$ cat src/rtl/dovx_pkg.sv
package dovx_pkg;

  typedef enum logic [2:0] {
    S_IDLE,
    S_DRAIN,
    S_WRAP,
    S_RECORD,
    S_INV
  } ctlState_t;

  // strobes from control to datapath
  typedef struct packed {
    logic startOvf;
    logic startTerm;
    logic drainStep;
    logic setTow;
    logic finishTerm;
    logic invStep;
  } dpStrobe_t;

endpackage

$ cat src/rtl/dovx_datapath.sv
module dovx_datapath
  import dovx_pkg::*;
#(
  parameter int NODES = 64,
  parameter int PTRS  = 4,
  localparam int IDW = $clog2(NODES),
  localparam int CW  = $clog2(NODES + 1),
  localparam int PW  = (PTRS > 1) ? $clog2(PTRS) : 1
) (
  input  logic           clk,
  input  logic           rstN,
  input  dpStrobe_t      strobe,
  input  logic [IDW-1:0] cmdReqId,
  input  logic           ptrRdVld,
  input  logic [IDW-1:0] ptrRdId,
  output logic [PW-1:0]  ptrIdx,
  output logic [IDW-1:0] reqId,
  output logic           idxLast,
  output logic           vecEmpty,
  output logic           vecAlloc,
  output logic           dirMode,
  output logic           writeTxn,
  output logic [CW-1:0]  ackCtr,
  output logic [IDW-1:0] invNode
);

  logic [NODES-1:0] vec, vecNext;
  logic [PW-1:0]    idx;
  logic [CW-1:0]    setCount;
  logic [IDW-1:0]   lowIdx;

  function automatic logic [CW-1:0] popCount(input logic [NODES-1:0] v);
    logic [CW-1:0] c;
    c = '0;
    for (int i = 0; i < NODES; i++) c = c + CW'(v[i]);
    return c;
  endfunction

  always_comb begin
    lowIdx = '0;
    for (int i = NODES - 1; i >= 0; i--) begin
      if (vec[i]) lowIdx = IDW'(i);
    end
  end

  assign setCount = popCount(vec);
  assign vecEmpty = (vec == '0);
  assign idxLast  = (idx == PW'(PTRS - 1));
  assign ptrIdx   = idx;
  assign invNode  = lowIdx;

  always_comb begin
    vecNext = vec;
    if (strobe.startOvf && !vecAlloc) vecNext = '0;
    if (strobe.drainStep && ptrRdVld) vecNext[ptrRdId] = 1'b1;
    if (strobe.invStep && !vecEmpty) vecNext[lowIdx] = 1'b0;
  end

  always_ff @(posedge clk) begin
    if (!rstN) begin
      vec      <= '0;
      idx      <= '0;
      reqId    <= '0;
      vecAlloc <= 1'b0;
      dirMode  <= 1'b0;
      writeTxn <= 1'b0;
      ackCtr   <= '0;
    end else begin
      vec <= vecNext;
      if (strobe.startOvf) begin
        vecAlloc <= 1'b1;
        writeTxn <= 1'b0;
        idx      <= '0;
      end
      if (strobe.startTerm) begin
        reqId <= cmdReqId;
        idx   <= '0;
      end
      if (strobe.drainStep) idx <= idxLast ? '0 : idx + 1'b1;
      if (strobe.setTow) dirMode <= 1'b1;
      if (strobe.finishTerm) begin
        ackCtr   <= setCount;
        dirMode  <= 1'b0;
        writeTxn <= 1'b1;
        vecAlloc <= 1'b0;
      end
    end
  end

endmodule

$ cat src/rtl/dovx_control.sv
module dovx_control
  import dovx_pkg::*;
(
  input  logic      clk,
  input  logic      rstN,
  input  logic      cmdValid,
  input  logic      cmdOp,
  input  logic      idxLast,
  input  logic      vecEmpty,
  output dpStrobe_t strobe,
  output logic      cmdReady,
  output logic      ptrWe,
  output logic      ptrWrVld,
  output logic      invValid,
  output logic      done
);

  ctlState_t state, stateNext;
  logic      isTerm;

  always_comb begin
    stateNext = state;
    strobe    = '0;
    cmdReady  = 1'b0;
    ptrWe     = 1'b0;
    ptrWrVld  = 1'b0;
    invValid  = 1'b0;
    done      = 1'b0;
    unique case (state)
      S_IDLE: begin
        cmdReady = 1'b1;
        if (cmdValid) begin
          strobe.startOvf  = !cmdOp;
          strobe.startTerm = cmdOp;
          stateNext        = S_DRAIN;
        end
      end
      S_DRAIN: begin
        strobe.drainStep = 1'b1;
        ptrWe            = 1'b1;
        if (idxLast) stateNext = isTerm ? S_RECORD : S_WRAP;
      end
      S_WRAP: begin
        strobe.setTow = 1'b1;
        done          = 1'b1;
        stateNext     = S_IDLE;
      end
      S_RECORD: begin
        ptrWe             = 1'b1;
        ptrWrVld          = 1'b1;
        strobe.finishTerm = 1'b1;
        stateNext         = S_INV;
      end
      S_INV: begin
        strobe.invStep = 1'b1;
        invValid       = !vecEmpty;
        if (vecEmpty) begin
          done      = 1'b1;
          stateNext = S_IDLE;
        end
      end
      default: stateNext = S_IDLE;
    endcase
  end

  always_ff @(posedge clk) begin
    if (!rstN) begin
      state  <= S_IDLE;
      isTerm <= 1'b0;
    end else begin
      state <= stateNext;
      if (state == S_IDLE && cmdValid) isTerm <= cmdOp;
    end
  end

endmodule

$ cat src/rtl/dir_overflow_extender.sv
module dir_overflow_extender
  import dovx_pkg::*;
#(
  parameter int NODES = 64,
  parameter int PTRS  = 4,
  localparam int IDW = $clog2(NODES),
  localparam int CW  = $clog2(NODES + 1),
  localparam int PW  = (PTRS > 1) ? $clog2(PTRS) : 1
) (
  input  logic           clk,
  input  logic           rstN,
  input  logic           cmdValid,
  input  logic           cmdOp,
  input  logic [IDW-1:0] cmdReqId,
  output logic           cmdReady,
  output logic [PW-1:0]  ptrIdx,
  input  logic           ptrRdVld,
  input  logic [IDW-1:0] ptrRdId,
  output logic           ptrWe,
  output logic           ptrWrVld,
  output logic [IDW-1:0] ptrWrId,
  output logic           dirMode,
  output logic           writeTxn,
  output logic           vecAlloc,
  output logic [CW-1:0]  ackCtr,
  output logic           invValid,
  output logic [IDW-1:0] invNode,
  output logic           done
);

  dpStrobe_t strobe;
  logic      idxLast, vecEmpty;

  dovx_control u_ctl (
    .clk      (clk),
    .rstN     (rstN),
    .cmdValid (cmdValid),
    .cmdOp    (cmdOp),
    .idxLast  (idxLast),
    .vecEmpty (vecEmpty),
    .strobe   (strobe),
    .cmdReady (cmdReady),
    .ptrWe    (ptrWe),
    .ptrWrVld (ptrWrVld),
    .invValid (invValid),
    .done     (done)
  );

  dovx_datapath #(.NODES(NODES), .PTRS(PTRS)) u_dp (
    .clk      (clk),
    .rstN     (rstN),
    .strobe   (strobe),
    .cmdReqId (cmdReqId),
    .ptrRdVld (ptrRdVld),
    .ptrRdId  (ptrRdId),
    .ptrIdx   (ptrIdx),
    .reqId    (ptrWrId),
    .idxLast  (idxLast),
    .vecEmpty (vecEmpty),
    .vecAlloc (vecAlloc),
    .dirMode  (dirMode),
    .writeTxn (writeTxn),
    .ackCtr   (ackCtr),
    .invNode  (invNode)
  );

endmodule

$ cat config.mk
export PLATFORM = sky130hd
export DESIGN_NAME = dir_overflow_extender
export DESIGN_NICKNAME = d
export VERILOG_FILES = /design/src/rtl/dovx_pkg.sv /design/src/rtl/dovx_datapath.sv /design/src/rtl/dovx_control.sv /design/src/rtl/dir_overflow_extender.sv
export SDC_FILE = /design/constraint.sdc
export NUM_CORES = 1
export LEC_CHECK = 0
export BUFFER_PORTS_ARGS = -buffer_cell sky130_fd_sc_hd__buf_2
export CAP_MARGIN = 15
export CORE_UTILIZATION = 50
export DETAILED_ROUTE_END_ITERATION = 10
export PLACE_DENSITY_LB_ADDON = 0.05
export RECOVER_POWER = 100
export SETUP_SLACK_MARGIN = 0.4
export SLEW_MARGIN = 10
export SYNTH_ARGS = -nofsm -noshare
export SYNTH_HDL_FRONTEND = slang
export SYNTH_SLANG_ARGS = --single-unit
$ cat constraint.sdc
create_clock -name clk -period 7.7 [get_ports clk]
set_clock_uncertainty 0.2 [all_clocks]
set_input_delay 0.77 -clock clk [delete_from_list [all_inputs] [get_ports clk]]
set_output_delay 0.77 -clock clk [all_outputs]
set_load 0.01 [all_outputs]
==> impl_metrics.json, run 1 <==
{
  "root_buffer": "clkbuf_16",
  "synth_nets": 857,
  "cts_buffers": 9,
  "period_needed_ps": 6806,
  "power.leakage_nw": 3.207,
  "fin_setup_tns_ps": 0,
  "syn_inst": 768,
  "nNetsFinal": 889,
  "coreArea_mm2": 0.01282,
  "dpl.hpwl_mm": 15.80,
  "switching_share": 0.2517,
  "wl_mm": 21.45,
  "clkPwrFrac": 0.465,
  "cts.sinks": 86,
  "overflow": 0,
  "min-delay-start": "u_dp.ackCtr[1]",
  "synth_edf_count": 0,
  "gp_congestion": 0.9166,
  "crit_top_cell": "fa_1",
  "slew_viol_final": 101,
  "yosysTopAreaCell": "dfxtp_1",
  "crit_arrival_ps": 6840,
  "worstMarginPinSlew_ps": 3726,
  "hold_buffers": 0,
  "reg2regPathDepth": 20,
  "yosys-top-cells-area": "dfxtp_1 (26%), fa_1 (16%), a22o_1 (8.3%), inv_1 (4.8%), nand2_1 (4.7%)",
  "drc": 0,
  "critical_path_buf_inv_count": 3,
  "netlist-cell-type-count": 75,
  "crit_type": "reg2reg",
  "portBuffers": 45,
  "h-tree-depth": 3,
  "holdPathStages": 2,
  "max_stage_delay_ps": 550,
  "synthArstFlopShare": 0,
  "die-area_mm2": 0.01382,
  "relSlewSlack": -1.484,
  "crit-reg2reg-capture": "u_dp.ackCtr[4]",
  "ff2ff_setup_slack_ps": 890,
  "ys_warn_count": 0,
  "hold_end": "u_dp.ackCtr[1]",
  "worstPathMaxFanout": 8,
  "die_h_um": 117.6,
  "pwr-share-comb": 0.100,
  "ctsResizeCount": 0,
  "syn-cell-area_mm2": 0.006679,
  "antenna_cells": 0,
  "cp_slowest_cell": "fa_1",
  "grt_usage": 0.3129,
  "fill_cells": 1234,
  "post_cts_buffers": 0,
  "setup_violations": 0,
  "grt_pass1_wl_mm": 33.16,
  "first_pass_iters": 6,
  "crit_family": "adder cells",
  "peakVddDrop_mv": 0.1093,
  "fmax_mhz": 146.9,
  "area_growth_pct": 8.767,
  "synth-seq-cells": 86,
  "status": "finished with violations",
  "synth_area_per_cell_um2": 8.696,
  "path_cells": "inv_1, ha_1, inv_1, fa_1, fa_1, fa_1, fa_1, fa_1, fa_1, fa_1, fa_1, inv_1, fa_1, fa_1, a21oi_1, nor2_1, nor2_1, xor2_1, o21ai_0, and2_0",
  "stdcell_area_mm2": 0.007264,
  "via_per_inst": 6.318,
  "rows": 41,
  "cap_viol_max_count": 2,
  "ioPinCount": 46,
  "internal_power_mw": 0.7787,
  "postRouteAntennaNets": 0,
  "grt_pass1_vias": 5882,
  "drive_gt1_frac": 0.09826,
  "clk_pin_slew_worst_paths_ps": 60,
  "synth_ff_type": "dfxtp_1",
  "via_count": 6166,
  "grt_setup_unrepaired": "no",
  "first_iter_violations": 690,
  "antenna_found_initial": 0,
  "cts_buffer_depth": 2,
  "cts_tree": "built",
  "wl_per_cell_um": 21.98,
  "critPathLaunchType": "flip-flop",
  "start_util": 0.5208,
  "timing.rr.start": "u_dp.vec[1]",
  "finalCritPeriodShare": 0.8839,
  "final_util": 0.5664,
  "insertion_delay_ps": 350,
  "failed_checks": "max-capacitance violations, max-slew violations",
  "grt_max_degree": 88,
  "synth.top_cell.area_share": 0.2578,
  "hp-class": "reg2reg",
  "p_switching_mw": 0.2620,
  "finalHoldViolCount": 0,
  "seqPwrFrac": 0.435,
  "dpl_cell_area_mm2": 0.007007,
  "die_w_um": 117.6,
  "cp.required_ps": 7730,
  "yosysSeqAreaShare": 0.2578,
  "power.density_mw_per_mm2": 143.3,
  "endpoint_kind": "flip-flop"
}
[worst min-delay path: stages, from the launching register on]
cell and delay [ps]:
dfxtp_1 310, nand2_1 50, a21boi_0 60
[synthesized netlist by cell type (3+ instances only)]
| master | n |
|---|---|
| a211oi_1 | 5 |
| a21boi_0 | 5 |
| a21o_1 | 4 |
| a21oi_1 | 59 |
| a21oi_2 | 16 |
| a22o_1 | 63 |
| a31oi_1 | 10 |
| and2_1 | 6 |
| and2_4 | 5 |
| and3_1 | 3 |
| clkbuf_1 | 23 |
| dfxtp_1 | 86 |
| fa_1 | 54 |
| ha_1 | 18 |
| inv_1 | 86 |
| mux2i_1 | 6 |
| nand2_1 | 84 |
| nand2b_1 | 10 |
| nand3_1 | 16 |
| nand4_1 | 4 |
| nor2_1 | 38 |
| nor2_2 | 3 |
| nor2b_1 | 17 |
| nor3_1 | 22 |
| nor3_4 | 4 |
| nor3b_1 | 3 |
| nor4_1 | 18 |
| o2111ai_1 | 4 |
| o211a_1 | 5 |
| o211ai_1 | 3 |
| o21a_1 | 3 |
| o21ai_0 | 21 |
| o31a_1 | 3 |
| o41ai_1 | 3 |
| or4_1 | 4 |
[stage by stage]
step	setup WS (ps)	hold slack (ps)	std cells	total power [mW]
after floorplan	1186	238.2	768	0.5322
after global placement	994.7	251.4	960	0.5639
after detailed placement	904.1	257.7	960	0.5657
after CTS	885.7	266.8	975	1.041
after global routing	593.7	310.4	976	1.062
final	893.9	269.4	976	1.041
[registers in the layout (all words and copies together) (netlist names)]
register	flops
u_dp.vec	64
u_dp.ackCtr	7
u_dp.reqId	6
u_ctl.state	3
u_dp.ptrIdx	2
u_ctl.isTerm	1
u_dp.dirMode	1
u_dp.vecAlloc	1
u_dp.writeTxn	1
[cell families (layout without fill, tap and decap cells)]
group	after synthesis	after routing	share of synthesized area
adders and majority gates	72	72	0.1956
AOI/OAI and AO/OA	225	225	0.2523
muxes	6	6	0.008992
buffers and inverters	118	154	0.07156
and+or+nand+nor	257	257	0.2085
xor gates and xnor gates	4	4	0.005246
DFF	86	86	0.2578
[power groups by stage]
stage | Sequential [mW] | Clock, mW | Combinational, mW
floorplan | 0.463 | 0 | 0.0693
global placement | 0.462 | 0 | 0.101
detailed placement | 0.463 | 0 | 0.103
CTS | 0.453 | 0.485 | 0.103
global route | 0.453 | 0.497 | 0.111
finish | 0.453 | 0.484 | 0.104
[how the worst max path moves through the flow]
stage / start / end / depth (start not counted)
CTS: u_dp.vec[1] / u_dp.ackCtr[4] / 20
detailed placement: u_dp.vec[1] / u_dp.ackCtr[4] / 20
global route: u_dp.vec[0] / u_dp.ackCtr[4] / 20
finish: u_dp.vec[1] / u_dp.ackCtr[4] / 20
floorplan: u_dp.vec[1] / u_dp.ackCtr[4] / 20
global placement: u_dp.vec[1] / u_dp.ackCtr[4] / 20
[routing by layer]
metal  track usage  wire length [um]  up-vias
met2        0.4693              9446      320
met1        0.4494              9307     3015
li1              -                 -     2786
met4        0.1234               620        0
met5             0                 0        -
met3       0.04942              2075       45
[final cells by class]
cell class,instances,area [um2],area share
Clock buffer,11,252.7,0.03479
Clock inverter,4,70.07,0.009645
Inverter,89,334.1,0.04599
Multi-Input combinational cell,564,4432,0.6101
Sequential cell,86,1722,0.2370
Tap cell,172,215.2,0.02962
Timing Repair Buffer,50,239.0,0.03290
[placed cells by master, fill, tap and decap left out, types with 9 or more instances in the layout]
| cell type | count |
|---|---|
| a21oi_1 | 66 |
| a21oi_2 | 9 |
| a22o_1 | 63 |
| a31oi_1 | 10 |
| buf_2 | 19 |
| clkbuf_1 | 27 |
| clkbuf_16 | 9 |
| dfxtp_1 | 86 |
| fa_1 | 54 |
| ha_1 | 18 |
| inv_1 | 86 |
| nand2_1 | 85 |
| nand2b_1 | 10 |
| nand3_1 | 16 |
| nor2_1 | 38 |
| nor2b_1 | 17 |
| nor3_1 | 22 |
| nor4_1 | 18 |
| o21ai_0 | 21 |
Power figures use the tool's default switching activity.
==> run 2, diff against run 1 <==
- CTS_CLUSTER_DIAMETER: unset -> 50
- MAX_ROUTING_LAYER: unset -> met4
- RECOVER_POWER: 100 -> unset
==> impl_metrics.json, run 2 (synthesized netlist as in run 1, its figures left out) <==
{
  "final_util": 0.5690,
  "worstPathMaxFanout": 8,
  "die_w_um": 117.6,
  "portBuffers": 45,
  "antenna_found_initial": 0,
  "relSlewSlack": 0.2178,
  "cts_buffers": 9,
  "slew_viol_final": 0,
  "grt_use_met1": 0.4301,
  "cts_buffer_depth": 2,
  "cts_tree": "built",
  "crit_arrival_ps": 6930,
  "start_util": 0.5208,
  "postRouteAntennaNets": 0,
  "finalCritPeriodShare": 0.8935,
  "area_growth_pct": 9.254,
  "finalHoldViolCount": 0,
  "setup_violations": 0,
  "hp-class": "reg2reg",
  "die_h_um": 117.6,
  "nNetsFinal": 889,
  "gr-usage-met2": 0.4538,
  "via_count": 6169,
  "power.density_mw_per_mm2": 132.5,
  "switching_share": 0.2661,
  "coreArea_mm2": 0.01282,
  "use_met3": 0.07752,
  "power.leakage_nw": 3.293,
  "fmax_mhz": 145.4,
  "die-area_mm2": 0.01382,
  "fin_setup_tns_ps": 0,
  "ioPinCount": 46,
  "p_switching_mw": 0.2572,
  "gp_congestion": 0.9307,
  "cts.sinks": 86,
  "h-tree-depth": 3,
  "drive_gt1_frac": 0.1391,
  "period_needed_ps": 6880,
  "grt_pass1_vias": 5910,
  "insertion_delay_ps": 350,
  "ctsResizeCount": 0,
  "hold_buffers": 0,
  "seqPwrFrac": 0.469,
  "largest_reg_flops": 64,
  "wl_mm": 21.16,
  "first_iter_violations": 657,
  "grt_setup_unrepaired": "no",
  "cp.required_ps": 7750,
  "pwr-share-comb": 0.110,
  "wl_per_cell_um": 21.66,
  "grt_usage": 0.3182,
  "overflow": 0,
  "critPathLaunchType": "flip-flop",
  "via_per_inst": 6.314,
  "first_pass_iters": 5,
  "crit_type": "reg2reg",
  "internal_power_mw": 0.7094,
  "busiest_layer": "met2",
  "reg_top3": "u_dp.vec: 64 flops, u_dp.ackCtr: 7 flops, u_dp.reqId: 6 flops",
  "post_cts_buffers": 0,
  "grt_pass1_wl_mm": 32.62,
  "root_buffer": "clkbuf_16",
  "endpoint_kind": "flip-flop",
  "antenna_cells": 0,
  "status": "complete, no violations",
  "worstMarginPinSlew_ps": 1171,
  "mostFrequentLayoutCells": "inv_1 (86), dfxtp_1 (86), nand2_1 (84)",
  "cap_viol_max_count": 0,
  "drc": 0,
  "dpl.hpwl_mm": 15.74,
  "grt_max_degree": 88,
  "rows": 41,
  "clkPwrFrac": 0.421,
  "clk_pin_slew_worst_paths_ps": 60,
  "largest_register": "u_dp.vec",
  "peakVddDrop_mv": 0.1003
}
run 2: changes by cell type in the layout (fill, tap and decap cells not counted), sizes merged:
cell    previous run  this run
clkinv             3         2
bufinv             2         0
clkbuf            38        15
buf               23        50
run 2: critical path, cell delays in order (launching register included):
cell     delay, ps
dfxtp_1        520
inv_1          120
ha_1           310
inv_1           70
fa_1           440
fa_1           540
fa_1           440
fa_1           540
fa_1           450
fa_1           550
fa_1           440
fa_1           490
inv_1           50
fa_1           410
fa_1           430
a21oi_1        170
nor2_1          50
nor2_1         140
xor2_1         160
o21ai_0         80
and2_1         170
run 2: power groups by stage:
| stage | Sequential, mW | Clock [mW] | Combinational, mW |
|---|---|---|---|
| floorplan | 0.463 | 0 | 0.0693 |
| global placement | 0.462 | 0 | 0.101 |
| detailed placement | 0.463 | 0 | 0.102 |
| CTS | 0.453 | 0.405 | 0.103 |
| global route | 0.453 | 0.424 | 0.113 |
| finish | 0.453 | 0.407 | 0.107 |
run 2: worst paths after layout:
check | startpoint | to | slack (ps) | depth (start not counted)
setup reg to reg | u_dp.vec[0] | u_dp.ackCtr[4] | 820 | 20
hold reg to reg | u_dp.ackCtr[1] | u_dp.ackCtr[1] | 270 | 2
setup / recovery | u_dp.vec[0] | u_dp.ackCtr[4] | 820 | 20
hold / removal | u_dp.ackCtr[1] | u_dp.ackCtr[1] | 270 | 2
run 2: stage by stage:
| step | power (mW) | hold WS (ps) | cells | area (um2) | worst slack, ps |
|---|---|---|---|---|---|
| 2_1_floorplan | 0.5322 | 238.2 | 768 | 6679 | 1186 |
| 3_3_place_gp | 0.5637 | 249.0 | 960 | 7007 | 994.8 |
| 3_5_place_dp | 0.5651 | 260.8 | 960 | 7007 | 864.4 |
| 4_1_cts | 0.9608 | 269.7 | 976 | 7269 | 826.3 |
| 5_1_grt | 0.9897 | 310.2 | 977 | 7297 | 527.6 |
| 6_report | 0.9667 | 267.3 | 977 | 7297 | 820.2 |
run 2: final cells by class:
type | count | area (um2)
multi-input combinational | 564 | 4481
inverter | 89 | 334.1
clock inverter | 1 | 5.005
fill | 1221 | 5528
timing repair buffer | 50 | 282.8
sequential | 86 | 1722
clock buffer | 15 | 257.7
tap | 172 | 215.2
run 2: routing by layer:
| metal | wire (um) | up-vias |
|---|---|---|
| met2 | 9253 | 316 |
| met3 | 2165 | 51 |
| met5 | 0 | - |
| li1 | - | 2788 |
| met4 | 676 | 0 |
| met1 | 9065 | 3014 |
